**config.mk**
```make
export PLATFORM = sky130hd
export DESIGN_NAME = mq_write_port
export DESIGN_NICKNAME = d
export VERILOG_FILES = /design/src/rtl/mq_wp_pkg.sv /design/src/rtl/mq_sel_pipe.sv /design/src/rtl/mq_qcount.sv /design/src/rtl/mq_write_port.sv
export SDC_FILE = /design/constraint.sdc
export NUM_CORES = 1
export LEC_CHECK = 0
export ABC_AREA = 1
export ABC_CLOCK_PERIOD_IN_PS = 6300
export BUFFER_PORTS_ARGS = -buffer_cell sky130_fd_sc_hd__buf_4
export CAP_MARGIN = 0
export CORE_UTILIZATION = 55
export CTS_BUF_LIST = sky130_fd_sc_hd__clkbuf_8 sky130_fd_sc_hd__clkbuf_16
export DETAILED_ROUTE_END_ITERATION = 7
export HOLD_SLACK_MARGIN = 0.08
export PLACE_DENSITY = 0.88
export SLEW_MARGIN = 40
export SYNTH_ARGS = -nofsm -noshare
export SYNTH_HDL_FRONTEND = slang
export SYNTH_HIERARCHICAL = 1
export SYNTH_SLANG_ARGS = --single-unit
```
**constraint.sdc**
```tcl
create_clock -name clk -period 6.3 [get_ports clk]
set_clock_uncertainty 0.2 [all_clocks]
set_input_delay 0.63 -clock clk [delete_from_list [all_inputs] [get_ports clk]]
set_output_delay 0.63 -clock clk [all_outputs]
set_load 0.05 [all_outputs]
```
**src/rtl/mq_wp_pkg.sv**
```systemverilog
package mq_wp_pkg;
   localparam int unsigned QSEL_W = 3;
   localparam int unsigned DSEL_W = 3;
   localparam int unsigned WORD_W = 36;

   typedef struct packed {
      logic [DSEL_W-1:0] dev;
      logic [QSEL_W-1:0] q;
   } wsel_t;
endpackage

```
**src/rtl/mq_sel_pipe.sv**
```systemverilog
module mq_sel_pipe #(
   parameter int unsigned QB = 3,
   parameter int unsigned DB = 3
) (
   input  logic          clk,
   input  logic          rst,
   input  logic [QB+DB-1:0] addr,
   input  logic          addr_en,
   input  logic          flag_stb,
   output logic [QB-1:0] act_q,
   output logic [DB-1:0] act_dev,
   output logic [DB-1:0] flag_dev
);
   localparam int unsigned AW = QB + DB;

   logic [AW-1:0] pend_r;
   logic [AW-1:0] act_r;

   always_ff @(posedge clk) begin
      if (rst) begin
         pend_r   <= '0;
         act_r    <= '0;
         flag_dev <= '0;
      end else begin
         act_r <= pend_r;
         if (addr_en)  pend_r   <= addr;
         if (flag_stb) flag_dev <= addr[AW-1:QB];
      end
   end

   assign act_q   = act_r[QB-1:0];
   assign act_dev = act_r[AW-1:QB];
endmodule

```
**src/rtl/mq_qcount.sv**
```systemverilog
module mq_qcount #(
   parameter int unsigned DEPTH  = 16,
   parameter int unsigned AF_GAP = 2
) (
   input  logic                         clk,
   input  logic                         rst,
   input  logic                         inc,
   output logic [$clog2(DEPTH+1)-1:0]   cnt,
   output logic                         full,
   output logic                         afull
);
   localparam int unsigned CW = $clog2(DEPTH + 1);
   localparam logic [CW-1:0] FULL_AT  = CW'(DEPTH);
   localparam logic [CW-1:0] AFULL_AT = CW'(DEPTH - AF_GAP);

   always_ff @(posedge clk) begin
      if (rst)      cnt <= '0;
      else if (inc) cnt <= cnt + 1'b1;
   end

   assign full  = (cnt == FULL_AT);
   assign afull = (cnt >= AFULL_AT);
endmodule

```
**src/rtl/mq_write_port.sv**
```systemverilog
module mq_write_port
   import mq_wp_pkg::*;
#(
   parameter int unsigned QB     = QSEL_W,
   parameter int unsigned DB     = DSEL_W,
   parameter int unsigned DW     = WORD_W,
   parameter int unsigned DEPTH  = 16,
   parameter int unsigned AF_GAP = 2
) (
   input  logic                          clk,
   input  logic                          rst,
   input  logic [DB-1:0]                 dev_id,
   input  logic [QB+DB-1:0]              waddr,
   input  logic                          waddr_en,
   input  logic                          flag_strobe,
   input  logic                          wr_n,
   input  logic [DW-1:0]                 wdata,
   output logic                          mem_we,
   output logic [QB+$clog2(DEPTH)-1:0]   mem_addr,
   output logic [DW-1:0]                 mem_wdata,
   output logic                          overflow,
   output logic [(1<<QB)-1:0]            q_full,
   output logic [(1<<QB)-1:0]            afull_bus,
   output logic                          afull_oe
);
   localparam int unsigned NQ = 1 << QB;
   localparam int unsigned PW = $clog2(DEPTH);
   localparam int unsigned CW = $clog2(DEPTH + 1);

   generate
      if (DEPTH < 2 || (1 << PW) != DEPTH) begin : g_bad_depth
         $error("mq_write_port: DEPTH must be a power of two, at least 2");
      end
      if (AF_GAP >= DEPTH) begin : g_bad_gap
         $error("mq_write_port: AF_GAP must be below DEPTH");
      end
      if (QB < 1 || DB < 1) begin : g_bad_sel
         $error("mq_write_port: selection fields need at least one bit");
      end
   endgenerate

   logic [QB-1:0] act_q;
   logic [DB-1:0] act_dev;
   logic [DB-1:0] flag_dev;

   mq_sel_pipe #(.QB(QB), .DB(DB)) u_sel (
      .clk      (clk),
      .rst      (rst),
      .addr     (waddr),
      .addr_en  (waddr_en),
      .flag_stb (flag_strobe),
      .act_q    (act_q),
      .act_dev  (act_dev),
      .flag_dev (flag_dev)
   );

   logic [NQ-1:0]  inc_vec;
   logic [NQ-1:0]  full_vec;
   logic [NQ-1:0]  afull_vec;
   logic [CW-1:0]  cnt_arr [NQ];

   logic dev_hit;
   logic wr_try;
   logic sel_full;
   logic wr_ok;

   assign dev_hit  = (act_dev == dev_id);
   assign wr_try   = !wr_n && dev_hit;
   assign sel_full = full_vec[act_q];
   assign wr_ok    = wr_try && !sel_full;

   for (genvar gi = 0; gi < NQ; gi++) begin : g_q
      assign inc_vec[gi] = wr_ok && (act_q == QB'(gi));
      mq_qcount #(.DEPTH(DEPTH), .AF_GAP(AF_GAP)) u_cnt (
         .clk   (clk),
         .rst   (rst),
         .inc   (inc_vec[gi]),
         .cnt   (cnt_arr[gi]),
         .full  (full_vec[gi]),
         .afull (afull_vec[gi])
      );
   end

   logic [PW-1:0] sel_ptr;
   assign sel_ptr = cnt_arr[act_q][PW-1:0];

   always_ff @(posedge clk) begin
      if (rst) begin
         mem_we    <= 1'b0;
         mem_addr  <= '0;
         mem_wdata <= '0;
         overflow  <= 1'b0;
      end else begin
         mem_we   <= wr_ok;
         overflow <= wr_try && sel_full;
         if (wr_ok) begin
            mem_addr  <= {act_q, sel_ptr};
            mem_wdata <= wdata;
         end
      end
   end

   assign q_full    = full_vec;
   assign afull_oe  = (flag_dev == dev_id);
   assign afull_bus = afull_oe ? afull_vec : '0;
endmodule

```
==> results.yml <==
logic_synthesis:
  synth_area_leaders: "dfxtp_1 (39%), nand2_1 (14%), nor2_1 (6.9%)"
  synth_flop_cell: "dfxtp_1"
  ys_ff_latch: 100
  synth_area_sq_um: 5100
  syn-instance-count: 731
  ys_seq_area_share_pct: 39.2
  ys_async_sr_fraction_pct: 0
  yosysWarnings: 6
  synth_edf_count: 0
  synth_fp_nets: 805
  synth_largest_area_cell: "dfxtp_1"
  avgSynthCellArea_sq_um: 6.98
  synth.distinct_cells: 27
  synth_top_area_share_pct: 39.2
critical_path:
  worstPathMaxFanout: 50
  start_kind: "register"
  worstPathCellList: "inv_2 -> nand2_1 -> nand2_1 -> nand2_1 -> nand3_1 -> nand2_4 -> nand3_2 -> nor2_1 -> nand2_1 -> nor2_2 -> nand2_1 -> nand2_1 -> nor2_1"
  cp.arrival_ns: 3.37
  cp_num_buf_inv: 1
  rr_startpoint: "u_sel/act_r[0]$_SDFF_PP0_"
  cpLargestDelayFamily: "simple AND/OR/NAND/NOR gates"
  reg2reg_slack_ns: 3.00
  cp-end-kind: "register"
  rr_worst_depth: 13
  crit_slowest_cell: "dfxtp_1"
  path_class: "register to register"
  cp.depth: 13
  slowest_delay_ns: 0.77
  worstPathRequired_ns: 6.37
  cp_common_cell: "nand2_1"
  cp-startpoint: "u_sel/act_r[0]$_SDFF_PP0_"
  rr_endpoint: "g_q[5].u_cnt/cnt[3]$_SDFFE_PP0P_"
  crit_end: "g_q[5].u_cnt/cnt[3]$_SDFFE_PP0P_"
placed_design:
  place.gp.congestion: 0.882
  dpl_cell_area_sq_um: 5920
  post-place-ws_ns: 3.06
  placed_cells: 925
  dp_hpwl_um: 8790
  port_buffers: 111
timing:
  period_share_pct: 52.4
  report.final.slew_viol_count: 0
  slew_headroom_pct: 50.1
  finalWorstSetupSlack_ns: 3.00
  hold_viol_final: 0
  tightest_slew_ns: 0.748
  finalSetupViolCount: 0
  rsz0062_at_grt: "no"
  period_minus_slack_ns: 3.30
  holdWs_ns: 0.229
  max_freq_ghz: 0.303
  fin_setup_tns_ns: 0
clock_tree:
  clkSinkCount: 100
  clkLatencyLatePin_ns: 0.37
  post-cts-setup-buffers: 0
  cts_resized: 0
  cts_made_buffers: 9
  cts_tree: "yes"
  clk_path_buf_depth: 2
  ctsRootBufferMaster: "clkbuf_8"
  cts_htree_levels: 3
  path_clk_slew_ns: 0.11
  hold_buffers: 0
die:
  die_w_um: 98.3
  die-height_um: 98.3
  core-area_sq_um: 8850
  rows: 34
  die_area_sq_um: 9670
  start_util_pct: 57.7
  io_pins: 112
finish:
  area_growth_syn_to_layout_pct: 19.7
  fin_cells: 941
  mostFrequentLayoutCell: "nand2_1"
  fillers: 729
  layout_common_cells: "nand2_1 (196), buf_4 (112), dfxtp_1 (100), nor2_1 (94), inv_1 (80)"
  drive_gt1_share_pct: 21.7
  final_nets: 902
  post-route-util_pct: 69.1
  final_area_sq_um: 6110
  antenna_cells: 0
power:
  pwr-share-comb_pct: 11.8
  p_sw_share_pct: 29.1
  seqPwrFrac_pct: 54.7
  p_clk_share_pct: 33.5
  vdd_ir_drop_max_mv: 0.128
  p_int_uw: 852
  power.total_mw: 1.20
  p_leak_nw: 2.67
  p_sw_uw: 350
  p_per_area_nw_per_um2: 197
detailed_routing:
  drc: 6
  dr_total_vias: 4915
  vias_per_cell: 5.22
  wl_per_cell_um: 12.9
  firstDrtPassIters: 8
  drtIter0Drc: 261
  routed_wl_um: 12200
  ant_nets: 0
run_status:
  failed_checks: "DRC"
  outcome: "finished, violations left"
min_path:
  worstHoldPathType: "register to register"
  min-delay-start: "u_sel/pend_r[3]$_SDFFE_PP0P_"
grt:
  grt_pass1_vias: 4611
  overflow: 0
  grtUsageMet3_pct: 3.87
  antenna_found_initial: 0
  grt_use_met1_pct: 29.9
  track_usage_pct: 25.2
  grt_pass1_wl_um: 20100
  globalRouteMet2Util_pct: 44.7
  grt_max_degree: 65
  top_usage_layer: "met2"
run:
  max_cap_violations: 0
-- layer usage --
layer  vias up  wire (um)
met1      2251       5120
met2       148       6210
met3        26        568
li1       2490          -
met4         0        265
met5         -          0
-- kinds of logic (layout without fill, tap and decap cells) --
group	after synthesis	in the layout	share of synthesized area [%]
AND/OR/NAND/NOR	410	410	35.7
buffers and inverters	109	211	9.46
flip-flops	100	100	39.2
AO/OA/AOI/OAI	84	84	9.02
adder cells (fa/ha/maj)	24	24	5.88
XOR/XNOR	4	4	0.686
-- layout make-up --
cell class,instances,area (sq um),area share [%]
clock buffers,9,124,2.03
repair buffers,112,841,13.8
flip-flops and latches,100,2000,32.8
clock inverters,7,72.6,1.19
multi-input cells,522,2630,43.0
well taps,108,135,2.21
inverters,83,312,5.10
-- power by group through the flow --
stage | Combinational (mW) | Sequential, mW | Clock (mW)
after global routing | 0.154 | 0.660 | 0.434
final | 0.142 | 0.658 | 0.403
after floorplan | 0.0680 | 0.695 | 0
after CTS | 0.142 | 0.658 | 0.411
after global placement | 0.138 | 0.671 | 0
after detailed placement | 0.142 | 0.672 | 0
-- worst min path at each step --
stage	endpoint	depth (start not counted)	slack, ns
detailed placement	u_sel/act_r[3]$_SDFF_PP0_	2	0.21
floorplan	u_sel/act_r[0]$_SDFF_PP0_	2	0.20
finish	u_sel/act_r[3]$_SDFF_PP0_	2	0.23
global route	u_sel/act_r[3]$_SDFF_PP0_	2	0.25
CTS	u_sel/act_r[3]$_SDFF_PP0_	2	0.23
global placement	u_sel/act_r[3]$_SDFF_PP0_	2	0.21
-- synthesized netlist by cell type (4+ instances only) --
library cell and count:
inv_1 80, nand2_2 9, nand3b_1 12, nor2_2 17, dfxtp_1 100, nand3_1 59, buf_6 4, o21ai_0 16
nor2_1 94, nand2_1 196, ha_1 24, buf_2 13, a21oi_2 10, nand3_2 12, nor3_1 8, a21oi_1 57
clkbuf_1 4
-- state kept, by name, summed over array words and instances (netlist names) --
register	flops
u_sel/pend_r	6
mem_addr	7
u_sel/act_r	6
mem_we	1
u_sel/flag_dev	3
overflow	1
mem_wdata	36
g_q.u_cnt/cnt	40
-- worst reg2reg max path, cell delays in order, from the launching register on --
cell	delay, ns
dfxtp_1	0.77
inv_2	0.24
nand2_1	0.13
nand2_1	0.05
nand2_1	0.05
nand3_1	0.12
nand2_4	0.47
nand3_2	0.28
nor2_1	0.40
nand2_1	0.16
nor2_2	0.17
nand2_1	0.06
nand2_1	0.06
nor2_1	0.04
Note: power is estimated with default switching activity, not from simulation.
